--- config.mk ---
export PLATFORM = sky130hd
export DESIGN_NAME = bus_stall_dma
export DESIGN_NICKNAME = d
export VERILOG_FILES = /design/src/rtl/dmab_pkg.sv /design/src/rtl/dmab_req_latch.sv /design/src/rtl/dmab_sequencer.sv /design/src/rtl/dmab_bus_mux.sv /design/src/rtl/bus_stall_dma.sv
export SDC_FILE = /design/constraint.sdc
export NUM_CORES = 1
export LEC_CHECK = 0
export BUFFER_PORTS_ARGS = -buffer_cell sky130_fd_sc_hd__buf_4
export CORE_AREA = 2 2 88 69
export CTS_CLUSTER_DIAMETER = 120
export DETAILED_ROUTE_END_ITERATION = 10
export DIE_AREA = 0 0 90 71
export PLACE_DENSITY = 0.85
export SLEW_MARGIN = 5
export SYNTH_ARGS = -nofsm -noshare
export SYNTH_HDL_FRONTEND = slang
export SYNTH_HIERARCHICAL = 1
export SYNTH_SLANG_ARGS = --single-unit
--- constraint.sdc ---
create_clock -name clk -period 3 [get_ports clk]
set_input_delay 0.15 -clock clk [delete_from_list [all_inputs] [get_ports clk]]
set_output_delay 0.15 -clock clk [all_outputs]
set_load 0.05 [all_outputs]
--- src/rtl/dmab_pkg.sv ---
// Package: shared types for the bus-stall DMA arbiter.
// Assumes: one bus cycle per clock.
package dmab_pkg;

    // Sequencer state
    typedef enum logic [2:0] {
        ST_IDLE,   // CPU runs, ready high
        ST_HALT,   // ready low, waiting for a CPU read
        ST_PRE1,   // first dummy of an idle fetch
        ST_PRE2,   // second dummy of an idle fetch
        ST_FRD,    // fetch read outside of a copy
        ST_COPY    // page copy running
    } dmab_state_t;

    // Bus operation issued in the current cycle
    typedef enum logic [1:0] {
        OP_NONE,
        OP_FETCH,
        OP_CRD,
        OP_CWR
    } dmab_op_t;

endpackage

--- src/rtl/dmab_req_latch.sv ---
// Request latch: holds the active copy with its page, and one pending
// sample fetch with its address.
// Assumes: the sequencer clears each request with a one-cycle strobe.
// New requests are dropped while a request of the same kind is held.
module dmab_req_latch #(
    parameter int ADDR_W = 16,
    parameter int PAGE_W = 8
) (
    input  logic              clk,
    input  logic              rst_n,
    input  logic              copy_go,
    input  logic [PAGE_W-1:0] copy_page,
    input  logic              fetch_req,
    input  logic [ADDR_W-1:0] fetch_addr,
    input  logic              fetch_take,
    input  logic              copy_end,
    output logic              copy_act,
    output logic [PAGE_W-1:0] page_q,
    output logic              fetch_pend,
    output logic [ADDR_W-1:0] faddr_q
);

    // Copy request: take a trigger only when no copy is active
    always_ff @(posedge clk) begin
        if (!rst_n) begin
            copy_act <= 1'b0;
            page_q   <= '0;
        end else if (copy_end) begin
            copy_act <= 1'b0;
        end else if (copy_go && !copy_act) begin
            copy_act <= 1'b1;
            page_q   <= copy_page;
        end
    end

    // Fetch request: one pending slot, cleared when it is served
    always_ff @(posedge clk) begin
        if (!rst_n) begin
            fetch_pend <= 1'b0;
            faddr_q    <= '0;
        end else if (fetch_take) begin
            fetch_pend <= 1'b0;
        end else if (fetch_req && !fetch_pend) begin
            fetch_pend <= 1'b1;
            faddr_q    <= fetch_addr;
        end
    end

endmodule

--- src/rtl/dmab_sequencer.sv ---
// Sequencer: stalls the CPU, waits for a CPU read as proof of halt,
// then issues one bus operation per cycle. Copy reads go on even
// cycles and copy writes on odd ones, and a pending fetch takes a
// read slot.
// Assumes: odd_cycle toggles every cycle.
module dmab_sequencer
    import dmab_pkg::*;
#(
    parameter int COPY_LEN = 256,
    parameter int CNT_W    = $clog2(COPY_LEN)
) (
    input  logic             clk,
    input  logic             rst_n,
    input  logic             cpu_rd,
    input  logic             odd_cycle,
    input  logic             start,
    input  logic             copy_act,
    input  logic             fetch_pend,
    output dmab_op_t         op,
    output logic             rdy,
    output logic             copy_end,
    output logic             fetch_take,
    output logic [CNT_W-1:0] idx
);

    localparam logic [CNT_W-1:0] LAST_IDX = CNT_W'(COPY_LEN - 1);

    dmab_state_t st, st_nx;
    logic        have;

    // Next state and this cycle's bus operation
    always_comb begin
        st_nx = st;
        op    = OP_NONE;
        unique case (st)
            ST_IDLE: if (start || copy_act || fetch_pend) st_nx = ST_HALT;
            ST_HALT: if (cpu_rd) st_nx = copy_act ? ST_COPY : ST_PRE1;
            ST_PRE1: st_nx = ST_PRE2;
            ST_PRE2: st_nx = ST_FRD;
            ST_FRD: begin
                op    = OP_FETCH;
                st_nx = copy_act ? ST_COPY : ST_IDLE;
            end
            ST_COPY: begin
                if (!odd_cycle) begin
                    op = fetch_pend ? OP_FETCH : OP_CRD;
                end else if (have) begin
                    op = OP_CWR;
                    if (idx == LAST_IDX) st_nx = fetch_pend ? ST_FRD : ST_IDLE;
                end
            end
            default: st_nx = ST_IDLE;
        endcase
    end

    assign rdy        = (st == ST_IDLE);
    assign fetch_take = (op == OP_FETCH);
    assign copy_end   = (op == OP_CWR) && (idx == LAST_IDX);

    // State, byte-in-hand flag and byte index
    always_ff @(posedge clk) begin
        if (!rst_n) begin
            st   <= ST_IDLE;
            have <= 1'b0;
            idx  <= '0;
        end else begin
            st <= st_nx;
            if (op == OP_CRD)      have <= 1'b1;
            else if (op == OP_CWR) have <= 1'b0;
            if (op == OP_CWR)      idx  <= (idx == LAST_IDX) ? '0 : idx + 1'b1;
        end
    end

endmodule

--- src/rtl/dmab_bus_mux.sv ---
// Bus driver: turns the sequencer operation into address, data and
// write enable, holds the copied byte between its read and its write,
// and returns the fetched byte.
// Assumes: bus_rdata is valid in the same cycle as the read address.
module dmab_bus_mux
    import dmab_pkg::*;
#(
    parameter int                ADDR_W   = 16,
    parameter int                DATA_W   = 8,
    parameter int                CNT_W    = 8,
    parameter int                PAGE_W   = 8,
    parameter logic [ADDR_W-1:0] SPR_PORT = 16'h2004
) (
    input  logic              clk,
    input  logic              rst_n,
    input  dmab_op_t          op,
    input  logic [PAGE_W-1:0] page_q,
    input  logic [CNT_W-1:0]  idx,
    input  logic [ADDR_W-1:0] faddr_q,
    input  logic [DATA_W-1:0] bus_rdata,
    output logic              bus_en,
    output logic              bus_we,
    output logic [ADDR_W-1:0] bus_addr,
    output logic [DATA_W-1:0] bus_wdata,
    output logic              fetch_done,
    output logic [DATA_W-1:0] fetch_data
);

    logic [DATA_W-1:0] hold;

    // Address, write enable and data for this cycle
    always_comb begin
        bus_en    = (op != OP_NONE);
        bus_we    = (op == OP_CWR);
        bus_wdata = (op == OP_CWR) ? hold : '0;
        unique case (op)
            OP_FETCH: bus_addr = faddr_q;
            OP_CRD:   bus_addr = {page_q, idx};
            OP_CWR:   bus_addr = SPR_PORT;
            default:  bus_addr = '0;
        endcase
    end

    // Capture the copy byte, and the fetch byte with its strobe
    always_ff @(posedge clk) begin
        if (!rst_n) begin
            hold       <= '0;
            fetch_done <= 1'b0;
            fetch_data <= '0;
        end else begin
            fetch_done <= (op == OP_FETCH);
            if (op == OP_CRD)   hold       <= bus_rdata;
            if (op == OP_FETCH) fetch_data <= bus_rdata;
        end
    end

endmodule

--- src/rtl/bus_stall_dma.sv ---
// Top: bus-stall DMA arbiter for a page copy and a sample fetch.
// Assumes: the CPU stops at its next read while ready is low.
module bus_stall_dma #(
    parameter int ADDR_W   = 16,
    parameter int DATA_W   = 8,
    parameter int COPY_LEN = 256,
    parameter int CNT_W    = $clog2(COPY_LEN),
    parameter int PAGE_W   = ADDR_W - CNT_W,
    parameter logic [ADDR_W-1:0] SPR_PORT = 16'h2004
) (
    input  logic              clk,
    input  logic              rst_n,
    input  logic              cpu_rd,
    input  logic              odd_cycle,
    input  logic              copy_go,
    input  logic [PAGE_W-1:0] copy_page,
    input  logic              fetch_req,
    input  logic [ADDR_W-1:0] fetch_addr,
    input  logic [DATA_W-1:0] bus_rdata,
    output logic              bus_en,
    output logic              bus_we,
    output logic [ADDR_W-1:0] bus_addr,
    output logic [DATA_W-1:0] bus_wdata,
    output logic              cpu_rdy,
    output logic              fetch_done,
    output logic [DATA_W-1:0] fetch_data
);

    import dmab_pkg::*;

    logic              copy_act, fetch_pend, fetch_take, copy_end;
    logic [PAGE_W-1:0] page_q;
    logic [ADDR_W-1:0] faddr_q;
    logic [CNT_W-1:0]  idx;
    dmab_op_t          op;

    dmab_req_latch #(.ADDR_W(ADDR_W), .PAGE_W(PAGE_W)) u_req (
        .clk(clk), .rst_n(rst_n),
        .copy_go(copy_go), .copy_page(copy_page),
        .fetch_req(fetch_req), .fetch_addr(fetch_addr),
        .fetch_take(fetch_take), .copy_end(copy_end),
        .copy_act(copy_act), .page_q(page_q),
        .fetch_pend(fetch_pend), .faddr_q(faddr_q)
    );

    dmab_sequencer #(.COPY_LEN(COPY_LEN), .CNT_W(CNT_W)) u_seq (
        .clk(clk), .rst_n(rst_n),
        .cpu_rd(cpu_rd), .odd_cycle(odd_cycle),
        .start(copy_go || fetch_req),
        .copy_act(copy_act), .fetch_pend(fetch_pend),
        .op(op), .rdy(cpu_rdy), .copy_end(copy_end),
        .fetch_take(fetch_take), .idx(idx)
    );

    dmab_bus_mux #(
        .ADDR_W(ADDR_W), .DATA_W(DATA_W), .CNT_W(CNT_W),
        .PAGE_W(PAGE_W), .SPR_PORT(SPR_PORT)
    ) u_bus (
        .clk(clk), .rst_n(rst_n),
        .op(op), .page_q(page_q), .idx(idx), .faddr_q(faddr_q),
        .bus_rdata(bus_rdata),
        .bus_en(bus_en), .bus_we(bus_we), .bus_addr(bus_addr),
        .bus_wdata(bus_wdata),
        .fetch_done(fetch_done), .fetch_data(fetch_data)
    );

endmodule

==> results of run 1 <==
==> logic make-up (layout without fill, tap and decap cells) <==
logic type,Yosys count,after routing
simple gates,134,134
flops,55,55
mux,42,42
compound gates,32,32
buf+inv,27,91
xor+xnor,6,6
fa+ha+maj,1,1
==> layer usage <==
layer	GRT usage [%]	wire length, µm	up-vias
li1	-	-	1136
met1	24.0	2790	1050
met2	31.8	2900	56
met3	5.86	460	2
met4	3.25	33	0
met5	0	0	-
==> registers in the layout, summed over array words and instances (netlist names) <==
name and flops:
u_bus/fetch_data 8, u_bus/fetch_done 1, u_bus/hold 8, u_req/copy_act 1
u_req/faddr_q 16, u_req/fetch_pend 1, u_req/page_q 8, u_seq/have 1
u_seq/idx 8, u_seq/st 3
==> path summary, 6_finish.rpt <==
kind                                      from           endpoint  slack [ns]  cells past startpoint
worst max-delay path               u_seq/st[0]       bus_addr[12]        0.40                      5
worst min-delay path            fetch_addr[15]  u_req/faddr_q[15]        0.09                      3
worst max register to register     u_seq/st[0]  u_req/faddr_q[10]        0.76                      6
worst min register to register   u_bus/hold[3]      u_bus/hold[3]        0.46                      2
==> report_power, final <==
part           internal [mW]  switching (mW)
clock                  0.249           0.242
sequential             0.766          0.0328
combinational          0.110           0.138
total                   1.12           0.413
==> worst max-delay path, stage by stage (launching register included) <==
cell and delay, ns:
sky130_fd_sc_hd__dfxtp_1 0.55, sky130_fd_sc_hd__nand3b_4 0.23, sky130_fd_sc_hd__nor2_1 0.48, sky130_fd_sc_hd__and2b_4 0.48, sky130_fd_sc_hd__a22o_1 0.22, sky130_fd_sc_hd__buf_4 0.19
==> through the flow <==
stage | util, % | setup WS [ns]
3_3_place_gp | 57.8 | 0.880
4_1_cts | 59.9 | 0.413
5_1_grt | 59.9 | 0.242
2_1_floorplan | - | 0.912
3_5_place_dp | 57.8 | 0.764
6_report | 59.9 | 0.397
==> layout make-up <==
cell class	instances	area share, %
timing repair buffer	79	17.7
tap	78	2.92
sequential	55	32.9
multi-input combinational	215	42.6
clock inverter	3	1.31
clock buffer	5	2.06
inverter	4	0.449
==> cell usage in the layout, fill, tap and decap left out, types with 2 or more instances in the layout <==
cell | Yosys | final
sky130_fd_sc_hd__inv_1 | 4 | 4
sky130_fd_sc_hd__and3_1 | 8 | 8
sky130_fd_sc_hd__a21oi_1 | 5 | 5
sky130_fd_sc_hd__buf_4 | 4 | 79
sky130_fd_sc_hd__xnor2_1 | 3 | 3
sky130_fd_sc_hd__nor3_1 | 6 | 6
sky130_fd_sc_hd__nor3b_1 | 3 | 2
sky130_fd_sc_hd__and2_1 | 5 | 5
sky130_fd_sc_hd__nor4_2 | 2 | 2
sky130_fd_sc_hd__clkbuf_8 | 0 | 5
sky130_fd_sc_hd__nor2_1 | 14 | 14
sky130_fd_sc_hd__nor3_2 | 2 | 2
sky130_fd_sc_hd__nand2_1 | 77 | 77
sky130_fd_sc_hd__or2_1 | 2 | 2
sky130_fd_sc_hd__nand2b_1 | 3 | 3
sky130_fd_sc_hd__o21ai_0 | 4 | 4
sky130_fd_sc_hd__nand4_1 | 2 | 2
sky130_fd_sc_hd__mux2i_1 | 42 | 42
sky130_fd_sc_hd__a22o_1 | 14 | 14
sky130_fd_sc_hd__dfxtp_1 | 55 | 55
sky130_fd_sc_hd__xor2_1 | 3 | 3
==> impl_summary.txt, run 1 <==
----------------------------------------------------
[Critical path]
  Arr. time, crit path ... 2.45 ns
  Type of destination of the critical path ... primary output
  Type of element launching the critical path ... register
  Maximum fanout along the worst path ... 22
  Required time of the critical path ... 2.85 ns
  Type of the worst setup path ... reg2out

[Pwr]
  Total chip power ... 1.54 mW
  Worst ir drop on vdd ... 276 µV
  Power density over the cells ... 460 nW/µm²
  Standby leakage power ... 1.49 nW

[Route]
  Post-route DRC violation count ... 0
  Post-route antenna net violation count ... 0
  Vias post-DR ... 2,244
  Average vias per placed instance ... 5.11
  Iteration-0 DRC Markers ... 80
  Average routed wire per standard cell ... 14.1 µm
  Routed wire length ... 6190 µm
  Number of detailed-route iterations in the first pass ... 4

[Logic synthesis]
  Fraction of the mapped netlist area in compound gates ... 9.65%
  Mux share of post-synthesis cell area ... 15.5%
  Fraction of the yosys area taken by sequential cells ... 40.6%
  Most repeated cell in the gate-level netlist after synthesis ... sky130_fd_sc_hd__nand2_1
  Synthesized instance count ... 297
  Dominant combinational cell family by area after synthesis ... simple AND/OR/NAND/NOR gates
  Xor/xnor share of the synthesized area ... 1.94%
  Async set-or-reset flop fraction in the synthesized netlist ... 0%
  Yosys top cell area share ... 40.6%
  Post-synthesis area per instance ... 9.12 µm²
  Area share of fa/ha/maj cells after synthesis ... 0.462%
  FF+latch count, synth ... 55
  Most frequent cells after synthesis ... 77 x sky130_fd_sc_hd__nand2_1, 55 x sky130_fd_sc_hd__dfxtp_1, 42 x sky130_fd_sc_hd__mux2i_1, 14 x sky130_fd_sc_hd__a22o_1, 14 x sky130_fd_sc_hd__nor2_1
  Count of unique library cells instantiated by Yosys ... 44
  Simple logic cell fraction of the synthesized area ... 24.6%
  Synthesized area ... 2710 µm²
  Cell taking the most area after synthesis ... sky130_fd_sc_hd__dfxtp_1
  Syn_nets ... 336
  Dominant cells by area after synthesis ... sky130_fd_sc_hd__dfxtp_1 41%, sky130_fd_sc_hd__mux2i_1 16%, sky130_fd_sc_hd__nand2_1 11%, sky130_fd_sc_hd__a22o_1 4.5%, sky130_fd_sc_hd__buf_6 2.9%
  Commonest register cell after synthesis ... sky130_fd_sc_hd__dfxtp_1
  Count of flip-flops with a built-in enable after synthesis ... 0
  Number of warnings printed during yosys synthesis ... 6

[Place]
  Number of buffers inserted by port buffering ... 73
  Routability congestion estimate ... 0.800
  Number of placed cells counting well taps ... 431
  Placed cell area ... 3230 µm²
  Placed wire-length estimate after detailed placement ... 4280 µm

[Clocking]
  Total clock buffers created by CTS ... 5
  CTS Root Cell ... sky130_fd_sc_hd__clkbuf_8
  Hold-fix buffers, CTS ... 0
  Buffers inserted by post-CTS timing repair ... 0
  Insertion delay of the later-clocked pin in the worst-skew pair ... 0.30 ns
  Number of gates resized after CTS ... 0
  CTS Buffer Depth ... 2
  Number of sinks on the clock net ... 55
  Clock tree from TritonCTS ... built
  Depth of the CTS H-tree ... 2
  Clock transition at the register clock pins on the worst setup and hold paths after CTS ... 0.10 ns

[Timing]
  Number of endpoints with negative hold slack in the final report ... 0
  Max Transition Viols Final ... 0
  Final Skew ... 0.00956 ns
  Unrepaired setup endpoints after global routing ... false
  Setup TNS ... 0 ns
  Shortest clock period the worst path allows after layout ... 2.60 ns
  Worst-Margin Slew ... 0.789 ns
  Relative slew slack ... 47.4%
  Final worst hold slack ... 0.0929 ns
  Count of final setup violators ... 0
  Maximum achievable frequency ... 384 MHz
  Portion of the clock cycle consumed by the worst path in the final layout ... 86.8%

[Finish]
  Diode count ... 0
  Sequential Area ... 1100 µm²
  Synthesis-to-layout area growth ... 23.4%
  Layout cells sized above 1 ... 28.3%
  Number of nets in the layout ... 399
  Number of standard cells in the layout, taps in and fillers out ... 439
  Number of fill cells ... 498
  Area of combinational cells with multiple inputs ... 1420 µm²
  Total non-filler cell area in the finished layout ... 3340 µm²

[Die]
  Die Outline Area ... 6390 µm²
  Starting density of the core ... 48.5%
  Number of ports placed on the die boundary ... 74
  DIE WIDTH ... 90 µm
  Area of the core region ... 5590 µm²
  Height of the die ... 71 µm
  Site row count ... 24

[Flow run]
  Maxcap violations ... 0

[Outcome]
  Run status ... completed

[Global routing]
  Antenna violations before repair ... 0
  Pin count of the biggest net entering global routing ... 84
  GRT Total Usage ... 18.7%
  Total congestion overflow after global routing ... 0
  Global-route wire length before repair ... 9900 µm
  Number of global-route vias before repair ... 2,102

[Min path]
  Worst hold-check path type ... in2reg

----------------------------------------------------
Note: power is estimated with default switching activity, not from simulation.
==> run 2: changes to the inputs <==
--- a/config.mk
+++ b/config.mk
@@ -11,6 +11,8 @@
 export DETAILED_ROUTE_END_ITERATION = 10
 export DIE_AREA = 0 0 90 71
 export PLACE_DENSITY = 0.85
+export SKIP_CTS_REPAIR_TIMING = 1
+export SKIP_LAST_GASP = 1
 export SLEW_MARGIN = 5
 export SYNTH_ARGS = -nofsm -noshare
 export SYNTH_HDL_FRONTEND = slang
==> constraint.sdc (replaced) <==
create_clock -name clk -period 3 [get_ports clk]
set_input_delay 0.3 -clock clk [delete_from_list [all_inputs] [get_ports clk]]
set_output_delay 0.3 -clock clk [all_outputs]
set_load 0.05 [all_outputs]
==> run 2 against run 1 <==
Net effect:
- critical path depth grew 2
- hold slack gained 0.13 ns
- final cell count is the same
==> impl_summary.txt, run 2 (same netlist as run 1, synthesis figures left out) <==
----------------------------------------------------
[Critical path]
  Type of destination of the critical path ... primary output (unchanged)
  Type of element launching the critical path ... register (unchanged)
  Slack of the worst reg-to-reg path ... 0.93 ns (was 0.76 ns)
  Critical path's largest stage delay ... 0.41 ns (was 0.55 ns)
  Reg2reg end ... u_req/faddr_q[15] (was u_req/faddr_q[10])
  Required time of the critical path ... 2.70 ns (was 2.85 ns)
  Maximum fanout along the worst path ... 15 (was 22)
  Ordered list of cells on the worst path ... nand2_2, a31oi_1, buf_4, nor2b_2, buf_4, a22o_1, buf_4 (was nand3b_4, nor2_1, and2b_4, a22o_1, buf_4)
  WP buf/inv ... 3 (was 1)
  Critical register-to-register path startpoint ... u_seq/st[0] (unchanged)
  Critical path's top delay family ... buffers and inverters (was simple AND/OR/NAND/NOR gates)
  Most frequent CP cell ... sky130_fd_sc_hd__buf_4
  Library cell contributing the largest single delay on the critical path ... sky130_fd_sc_hd__dfxtp_1 (unchanged)
  Type of the worst setup path ... reg2out (unchanged)
  Arr. time, crit path ... 2.37 ns (was 2.45 ns)
  Cell depth of the worst flop-to-flop path ... 7 (was 6)

[Route]
  Post-route antenna net violation count ... 0 (unchanged)
  Average routed wire per standard cell ... 14.0 µm (was 14.1 µm)
  Vias post-DR ... 2,206 (was 2,244)
  Routed wire length ... 6160 µm (was 6190 µm)
  Post-route DRC violation count ... 0 (unchanged)
  Number of detailed-route iterations in the first pass ... 4 (unchanged)
  Average vias per placed instance ... 5.03 (was 5.11)
  Iteration-0 DRC Markers ... 90 (was 80)

[Clocking]
  Clock tree from TritonCTS ... built (unchanged)
  CTS Root Cell ... sky130_fd_sc_hd__clkbuf_8 (unchanged)
  CTS Buffer Depth ... 2 (unchanged)
  Total clock buffers created by CTS ... 5 (unchanged)
  Clock transition at the register clock pins on the worst setup and hold paths after CTS ... 0.10 ns (about the same)
  Number of sinks on the clock net ... 55 (unchanged)
  Depth of the CTS H-tree ... 2 (unchanged)
  Insertion delay of the later-clocked pin in the worst-skew pair ... 0.32 ns (was 0.30 ns)

[Timing]
  Maximum achievable frequency ... 375 MHz (was 384 MHz)
  Final Skew ... 0.00896 ns (was 0.00956 ns)
  Unrepaired setup endpoints after global routing ... false (unchanged)
  Number of endpoints with negative hold slack in the final report ... 0 (unchanged)
  Max Transition Viols Final ... 0 (unchanged)
  Worst-Margin Slew ... 0.797 ns (was 0.789 ns)
  Count of final setup violators ... 0 (unchanged)
  Portion of the clock cycle consumed by the worst path in the final layout ... 88.8% (was 86.8%)
  Relative slew slack ... 46.9% (was 47.4%)
  Shortest clock period the worst path allows after layout ... 2.67 ns (was 2.60 ns)
  Setup TNS ... 0 ns (unchanged)

[Min path]
  Cell count of the worst hold path ... 3 (unchanged)
  Worst hold path startpoint ... fetch_addr[8] (was fetch_addr[15])
  Worst hold-check path type ... in2reg (unchanged)
  Worst Hold Path EP ... u_req/faddr_q[8] (was u_req/faddr_q[15])

[Global routing]
  Number of global-route vias before repair ... 2,141 (was 2,102)
  Total congestion overflow after global routing ... 0 (unchanged)
  Antenna violations before repair ... 0 (unchanged)
  Pin count of the biggest net entering global routing ... 84 (unchanged)
  Grt peak-use layer ... met2 (unchanged)
  Met1 Use GR ... 23.8% (was 24.0%)
  M3 GR Usage ... 5.54% (was 5.86%)
  Global-route wire length before repair ... 9850 µm (was 9900 µm)
  GRT Total Usage ... 19.0% (was 18.7%)
  Global routing met2 resource utilization ... 32.1% (was 31.8%)

[Finish]
  Layout cells sized above 1 ... 28.0% (was 28.3%)
  Most common cell after layout, fill and taps aside ... sky130_fd_sc_hd__buf_4 (unchanged)
  Max reg flops ... 16 (unchanged)
  Synthesis-to-layout area growth ... 24.2% (was 23.4%)
  Number of nets in the layout ... 399 (unchanged)
  Number of standard cells in the layout, taps in and fillers out ... 439 (unchanged)
  Diode count ... 0 (unchanged)
  Biggest register ... u_req/faddr_q (unchanged)
  Number of fill cells ... 496 (was 498)
  Most used cells in the layout excluding fill and tap cells ... 79 x sky130_fd_sc_hd__buf_4, 77 x sky130_fd_sc_hd__nand2_1, 55 x sky130_fd_sc_hd__dfxtp_1 (unchanged)

[Flow run]
  Maxcap violations ... 0 (unchanged)

[Place]
  Routability congestion estimate ... 0.785 (was 0.800)
  Number of buffers inserted by port buffering ... 73 (unchanged)
  Placed wire-length estimate after detailed placement ... 4240 µm (was 4280 µm)
  Number of placed cells counting well taps ... 431 (unchanged)

[Die]
  Area of the core region ... 5590 µm² (unchanged)
  Height of the die ... 71 µm (unchanged)
  Number of ports placed on the die boundary ... 74 (unchanged)
  DIE WIDTH ... 90 µm (unchanged)
  Site row count ... 24 (unchanged)
  Starting density of the core ... 48.5% (unchanged)
  Die Outline Area ... 6390 µm² (unchanged)

[Pwr]
  Power density over the cells ... 481 nW/µm² (was 460 nW/µm²)
  Worst ir drop on vdd ... 316 µV (was 276 µV)
  Total chip power ... 1.62 mW (was 1.54 mW)
  Standby leakage power ... 1.50 nW (was 1.49 nW)

[Outcome]
  Run status ... completed (unchanged)

----------------------------------------------------
[run 2: changes by cell type in the layout (fill, tap and decap cells not counted)]
cell	change
sky130_fd_sc_hd__clkinv_2	-1
sky130_fd_sc_hd__clkinv_4	-1
sky130_fd_sc_hd__bufinv_16	+1
sky130_fd_sc_hd__clkbuf_1	+1
[run 2: worst register-to-register path, cell delays in order (launching register included)]
cell	delay, ns
sky130_fd_sc_hd__dfxtp_1	0.55
sky130_fd_sc_hd__nand3b_4	0.23
sky130_fd_sc_hd__nor2_1	0.17
sky130_fd_sc_hd__buf_4	0.21
sky130_fd_sc_hd__nor2b_1	0.11
sky130_fd_sc_hd__nor3b_4	0.17
sky130_fd_sc_hd__buf_4	0.33
sky130_fd_sc_hd__mux2i_1	0.23
[run 2: layout make-up]
cell class / count / area [µm²] / area share [%]
clock buffer: 6 / 72.6 / 2.16
clock inverter: 2 / 60.1 / 1.79
inverter: 4 / 15.0 / 0.446
multi-input combinational: 215 / 1420 / 42.3
sequential: 55 / 1100 / 32.7
tap: 78 / 97.6 / 2.90
timing repair buffer: 79 / 593 / 17.6
[run 2: where the power goes]
group	total, mW	internal, mW	switching, mW	leakage, nW
Combinational	0.247	0.110	0.138	0.983
Sequential	0.798	0.766	0.0319	0.448
Clock	0.574	0.334	0.241	0.0654
Total	1.62	1.21	0.410	1.50
[run 2: worst max-delay path by stage]
| stage | from | end | cells past startpoint |
|---|---|---|---|
| floorplan | u_seq/st[1] | bus_addr[13] | 7 |
| global placement | odd_cycle | bus_addr[0] | 8 |
| detailed placement | odd_cycle | bus_addr[5] | 8 |
| CTS | u_seq/have | bus_addr[5] | 7 |
| global route | u_seq/have | bus_addr[3] | 7 |
| finish | u_seq/have | bus_addr[3] | 7 |
[run 2: per-layer routing]
layer	wire, µm	up-vias
met4	59	0
li1	-	1130
met5	0	-
met3	362	5
met1	2940	1019
met2	2800	52
[run 2: through the flow]
stage	setup slack [ns]	utilization (%)	cell area, µm²	hold WS, ns
after floorplan	0.762	-	2710	0.422
after global routing	0.185	60.2	3360	0.227
after CTS	0.345	60.2	3360	0.221
final	0.335	60.2	3360	0.228
after detailed placement	0.712	57.8	3230	0.447
after global placement	0.774	57.8	3230	0.440
